==> src/rtl/pe_status_pkg.sv <==
package pe_status_pkg;
   typedef enum logic [1:0] {
      OP_PROG = 2'b00,
      OP_SECT = 2'b01,
      OP_BLK  = 2'b10,
      OP_CHIP = 2'b11
   } pe_op_e;
endpackage

==> src/rtl/pe_status_timer.sv <==
module pe_status_timer
   import pe_status_pkg::*;
#(
   parameter int unsigned PROG_CYCLES  = 5000,
   parameter int unsigned ERASE_CYCLES = 6250000,
   parameter int unsigned CHIP_CYCLES  = 25000000,
   parameter int unsigned CNT_W        = 25
) (
   input  logic       clk,
   input  logic       rst_n,
   input  logic       start_i,
   input  logic [1:0] op_i,
   output logic       accept_o,
   output logic       busy_o
);
   localparam logic [CNT_W-1:0] LD_PROG  = CNT_W'(PROG_CYCLES);
   localparam logic [CNT_W-1:0] LD_ERASE = CNT_W'(ERASE_CYCLES);
   localparam logic [CNT_W-1:0] LD_CHIP  = CNT_W'(CHIP_CYCLES);

   logic [CNT_W-1:0] cnt_q;
   logic [CNT_W-1:0] load_val;
   logic             busy_q;

   assign accept_o = start_i & ~busy_q;
   assign busy_o   = busy_q;

   always_comb begin
      case (pe_op_e'(op_i))
         OP_PROG: load_val = LD_PROG;
         OP_CHIP: load_val = LD_CHIP;
         default: load_val = LD_ERASE;
      endcase
   end

   always_ff @(posedge clk or negedge rst_n) begin
      if (!rst_n) begin
         busy_q <= 1'b0;
         cnt_q  <= '0;
      end else if (accept_o) begin
         busy_q <= 1'b1;
         cnt_q  <= load_val;
      end else if (busy_q) begin
         if (cnt_q == CNT_W'(1)) begin
            busy_q <= 1'b0;
         end
         cnt_q <= cnt_q - CNT_W'(1);
      end
   end
endmodule

==> src/rtl/pe_status_flags.sv <==
module pe_status_flags
   import pe_status_pkg::*;
(
   input  logic       clk,
   input  logic       rst_n,
   input  logic       accept_i,
   input  logic [1:0] op_i,
   input  logic       wbit_i,
   input  logic       busy_i,
   input  logic       rd_i,
   output logic       poll_o,
   output logic       tog_o
);
   logic poll_q;
   logic tog_q;

   always_ff @(posedge clk or negedge rst_n) begin
      if (!rst_n) begin
         poll_q <= 1'b0;
         tog_q  <= 1'b0;
      end else if (accept_i) begin
         poll_q <= (pe_op_e'(op_i) == OP_PROG) ? ~wbit_i : 1'b0;
         tog_q  <= 1'b0;
      end else if (busy_i && rd_i) begin
         tog_q <= ~tog_q;
      end
   end

   assign poll_o = poll_q;
   assign tog_o  = tog_q;
endmodule

==> src/rtl/pe_status_mux.sv <==
module pe_status_mux #(
   parameter int unsigned DW       = 16,
   parameter int unsigned POLL_BIT = 7,
   parameter int unsigned TOG_BIT  = 6
) (
   input  logic          busy_i,
   input  logic          poll_i,
   input  logic          tog_i,
   input  logic [DW-1:0] arr_i,
   output logic [DW-1:0] rdata_o
);
   for (genvar b = 0; b < DW; b++) begin : g_bit
      if (b == POLL_BIT) begin : g_poll
         assign rdata_o[b] = busy_i ? poll_i : arr_i[b];
      end else if (b == TOG_BIT) begin : g_tog
         assign rdata_o[b] = busy_i ? tog_i : arr_i[b];
      end else begin : g_pass
         assign rdata_o[b] = arr_i[b];
      end
   end
endmodule

==> src/rtl/pe_status_rpt.sv <==
module pe_status_rpt #(
   parameter int unsigned DW           = 16,
   parameter int unsigned POLL_BIT     = 7,
   parameter int unsigned TOG_BIT      = 6,
   parameter int unsigned PROG_CYCLES  = 5000,
   parameter int unsigned ERASE_CYCLES = 6250000,
   parameter int unsigned CHIP_CYCLES  = 25000000
) (
   input  logic          clk,
   input  logic          rst_n,
   input  logic          start_i,
   input  logic [1:0]    op_i,
   input  logic [DW-1:0] wdata_i,
   input  logic          rd_i,
   input  logic [DW-1:0] arr_i,
   output logic          busy_o,
   output logic [DW-1:0] rdata_o
);
   localparam int unsigned MAX_A = (PROG_CYCLES > ERASE_CYCLES) ? PROG_CYCLES : ERASE_CYCLES;
   localparam int unsigned MAX_C = (MAX_A > CHIP_CYCLES) ? MAX_A : CHIP_CYCLES;
   localparam int unsigned CNT_W = $clog2(MAX_C + 1);

   if (DW < 2) begin : g_bad_dw
      $error("pe_status_rpt: DW must be at least 2");
   end
   if (POLL_BIT >= DW || TOG_BIT >= DW || POLL_BIT == TOG_BIT) begin : g_bad_bits
      $error("pe_status_rpt: status bit positions invalid");
   end
   if (PROG_CYCLES == 0 || ERASE_CYCLES == 0 || CHIP_CYCLES == 0) begin : g_bad_cnt
      $error("pe_status_rpt: cycle counts must be nonzero");
   end

   logic accept;
   logic busy;
   logic poll;
   logic tog;

   pe_status_timer #(
      .PROG_CYCLES (PROG_CYCLES),
      .ERASE_CYCLES(ERASE_CYCLES),
      .CHIP_CYCLES (CHIP_CYCLES),
      .CNT_W       (CNT_W)
   ) timer_i (
      .clk     (clk),
      .rst_n   (rst_n),
      .start_i (start_i),
      .op_i    (op_i),
      .accept_o(accept),
      .busy_o  (busy)
   );

   pe_status_flags flags_i (
      .clk     (clk),
      .rst_n   (rst_n),
      .accept_i(accept),
      .op_i    (op_i),
      .wbit_i  (wdata_i[POLL_BIT]),
      .busy_i  (busy),
      .rd_i    (rd_i),
      .poll_o  (poll),
      .tog_o   (tog)
   );

   pe_status_mux #(
      .DW      (DW),
      .POLL_BIT(POLL_BIT),
      .TOG_BIT (TOG_BIT)
   ) mux_i (
      .busy_i (busy),
      .poll_i (poll),
      .tog_i  (tog),
      .arr_i  (arr_i),
      .rdata_o(rdata_o)
   );

   assign busy_o = busy;
endmodule

==> config.mk <==
export PLATFORM = sky130hd
export DESIGN_NAME = pe_status_rpt
export DESIGN_NICKNAME = d
export VERILOG_FILES = /design/src/rtl/pe_status_pkg.sv /design/src/rtl/pe_status_timer.sv /design/src/rtl/pe_status_flags.sv /design/src/rtl/pe_status_mux.sv /design/src/rtl/pe_status_rpt.sv
export SDC_FILE = /design/constraint.sdc
export NUM_CORES = 1
export LEC_CHECK = 0
export CORE_MARGIN = 2
export CORE_UTILIZATION = 52
export DETAILED_ROUTE_END_ITERATION = 12
export PLACE_DENSITY = 0.86
export SLEW_MARGIN = 10
export SYNTH_ARGS = -nofsm -noshare
export SYNTH_HDL_FRONTEND = slang
export SYNTH_HIERARCHICAL = 1
export SYNTH_SLANG_ARGS = --single-unit
==> constraint.sdc <==
create_clock -name clk -period 5.55 [get_ports clk]
set_input_delay 0.8325 -clock clk [delete_from_list [all_inputs] [get_ports clk]]
set_output_delay 0.8325 -clock clk [all_outputs]
set_load 0.03 [all_outputs]
==> flow_summary.json <==
{
  "ctsResizeCount": 0,
  "rows": 22,
  "synth_edf_count": 0,
  "hold_buffers": 0,
  "antenna_found_initial": 0,
  "maxSlewViolCount": 0,
  "place_congestion": 0.8543,
  "hold_class": "register to register",
  "syn_area_sq_mm": 0.001957,
  "drtIter0Drc": 71,
  "final_nets": 248,
  "ant_nets": 0,
  "cp_slowest_cell": "clkdlybuf4s50_1",
  "synth_ff_type": "dfrtp_1",
  "dpl_worst_slack_ns": 2.461,
  "setup_tns_ns": 0,
  "cap_viol_max_count": 0,
  "final_common_cell": "dfrtp_1",
  "vdd_ir_drop_max_v": 0.0001657,
  "diodes": 0,
  "drive_gt1_share_pct": 7.389,
  "status": "finished clean",
  "drt-vias-per-instance": 6.076,
  "die-area_sq_mm": 0.004270,
  "ys_ff_latch": 28,
  "crit_path_end_kind": "output pin",
  "portBuffers": 11,
  "wl_per_cell_um": 15.16,
  "cts_sinks": 28,
  "drc": 0,
  "hold_viol": 0,
  "vias": 1525,
  "max_stage_delay_ns": 0.66,
  "layout_common_cells": "dfrtp_1 (28), o21ai_0 (17), clkdlybuf4s50_1 (11), mux2i_1 (11)",
  "h-tree-depth": 1,
  "setup_viol": 0,
  "crit_path_start_kind": "input pin",
  "critPathTopFamily": "buffers and inverters",
  "cts_buffers": 3,
  "avgSynthCellArea_sq_um": 9.318,
  "crit_top_cell": "clkdlybuf4s50_1",
  "yosys.area.top_type": "dfrtp_1",
  "fillCellCount": 323,
  "grt_start_max_net_pins": 51,
  "cts_root_buf": "clkbuf_8",
  "fin_crit_sh_pct": 52.56,
  "post_cts_buffers": 0,
  "die_w_um": 65.35,
  "crit_type": "input pin to output pin",
  "wl_um": 3805,
  "yosysUniqueCellTypes": 46,
  "worst_slew_pin_slew_ns": 0.9510,
  "p_leak_nw": 0.8402,
  "grt_usage_pct": 19.76,
  "synthArstFlopShare_pct": 100.0,
  "num_io_pins": 55,
  "coreArea_sq_mm": 0.003633,
  "cp_max_fo": 1,
  "dr.pass1.iters": 5,
  "multi_input_area_sq_mm": 0.001091,
  "synth.area.top_cells": "dfrtp_1 (36%), mux2i_1 (5.6%), buf_4 (5.4%)",
  "clk_pin_slew_ns": 0.10,
  "period_needed_ns": 2.917,
  "ys_warn_count": 6,
  "fmax_mhz": 342.8,
  "fp.dieH_um": 65.35,
  "area_delta_synth_final_pct": 5.819,
  "fin_worst_skew_ns": 0.003822,
  "worstPathRequired_ns": 4.72,
  "crit_path_cell_trace": "clkdlybuf4s50_1, mux2_2, clkdlybuf4s50_1",
  "worstPathArrival_ns": 2.08,
  "syn-num-nets": 254,
  "syn_inst": 210,
  "layout_setup_ws_ns": 2.633,
  "dp_hpwl_um": 2500,
  "start_util_pct": 53.86,
  "rsz0062_at_grt": "false",
  "grt_pass1_vias": 1474,
  "p_per_area_mw_per_mm2": 334.9,
  "gr-total-overflow": 0,
  "synth_top_area_share_pct": 35.81,
  "grt_pass1_wl_um": 6706,
  "clk_path_buf_depth": 2,
  "register_area_sq_um": 700.7,
  "cts_tree": "done",
  "clk_latency_ns": 0.28,
  "yosysSeqAreaShare_pct": 35.81,
  "max_slew_margin_pct": 36.40,
  "path_buf_inv": 2
}
-- metrics by stage --
step | cell area [sq um] | total power (W) | instances | hold WS, ns | util, %
floorplan | 1957 | 0.0004940 | 210 | 0.4762 | -
global placement | 1999 | 0.0005206 | 247 | 0.4969 | 55.03
detailed placement | 1999 | 0.0005305 | 247 | 0.4954 | 55.03
CTS | 2071 | 0.0006956 | 251 | 0.5210 | 56.99
global route | 2071 | 0.0007420 | 251 | 0.5363 | 56.99
finish | 2071 | 0.0006936 | 251 | 0.5184 | 56.99
-- synthesized netlist by cell type, types with 2 or more instances --
cell type,number
clkbuf_1,8
ha_1,6
nor4_1,2
nor4_4,2
and3_1,2
a31oi_1,2
nor2_1,10
nand4_1,5
or3_1,4
nor2b_1,3
buf_1,2
xor2_1,10
nor3_1,8
o21ai_0,17
buf_4,14
nand2_1,9
a311o_1,2
nand2b_1,8
mux2_2,3
a21oi_1,3
o221ai_1,2
mux2i_1,11
nand4b_1,2
nand3_1,10
a211oi_1,2
nor4b_1,4
o211ai_1,3
nand3b_1,5
xnor2_1,2
dfrtp_1,28
inv_1,6
-- area by class of cell --
| type | instances | share of cell area [%] |
|---|---|---|
| clock buffers | 3 | 1.994 |
| clock inverters | 1 | 1.450 |
| inverters | 6 | 1.088 |
| multi-input cells | 152 | 52.69 |
| flip-flops and latches | 28 | 33.84 |
| well taps | 48 | 2.900 |
| repair buffers | 13 | 6.042 |
-- state kept, by name, indices dropped and copies added (netlist names) --
name / cells
flags_i/poll_o: 1
flags_i/tog_o: 1
timer_i/busy_o: 1
timer_i/cnt_q: 25
-- cells by family after synthesis --
kind of cell,Yosys count,synth area share (%)
and+or+nand+nor,79,24.94
buffers and inverters,30,8.440
adders and majority gates,6,3.836
muxes,15,8.120
AOI/OAI and AO/OA,40,13.49
DFF,28,35.81
xor gates and xnor gates,12,5.371
-- worst paths after layout --
kind	startpoint	to	slack [ns]	cells past startpoint
min in group asynchronous	rst_n	timer_i/cnt_q[12]	0.93	2
max in group asynchronous	rst_n	timer_i/cnt_q[18]	4.35	2
min	flags_i/poll_o	flags_i/poll_o	0.52	1
max reg2reg	timer_i/cnt_q[0]	timer_i/cnt_q[18]	3.24	6
min reg2reg	flags_i/poll_o	flags_i/poll_o	0.52	1
max	arr_i[7]	rdata_o[7]	2.63	3
-- power breakdown --
group	switching, W	internal [W]	total, W
logic	0.0000971	0.0000946	0.000192
clock network	0.0000673	0.0000967	0.000164
registers	0.0000813	0.000257	0.000338
-- layer usage --
metal | share of wire (%) | track usage (%) | vias to the layer above | wire, um
met5 | 0 | 0 | - | 0
met4 | 2.2 | 7.292 | 0 | 84
met3 | 3.5 | 2.911 | 11 | 132
met2 | 46 | 31.12 | 30 | 1759
met1 | 48 | 27.61 | 748 | 1828
li1 | - | - | 736 | -
No activity file was read; power rests on OpenSTA's default activity.
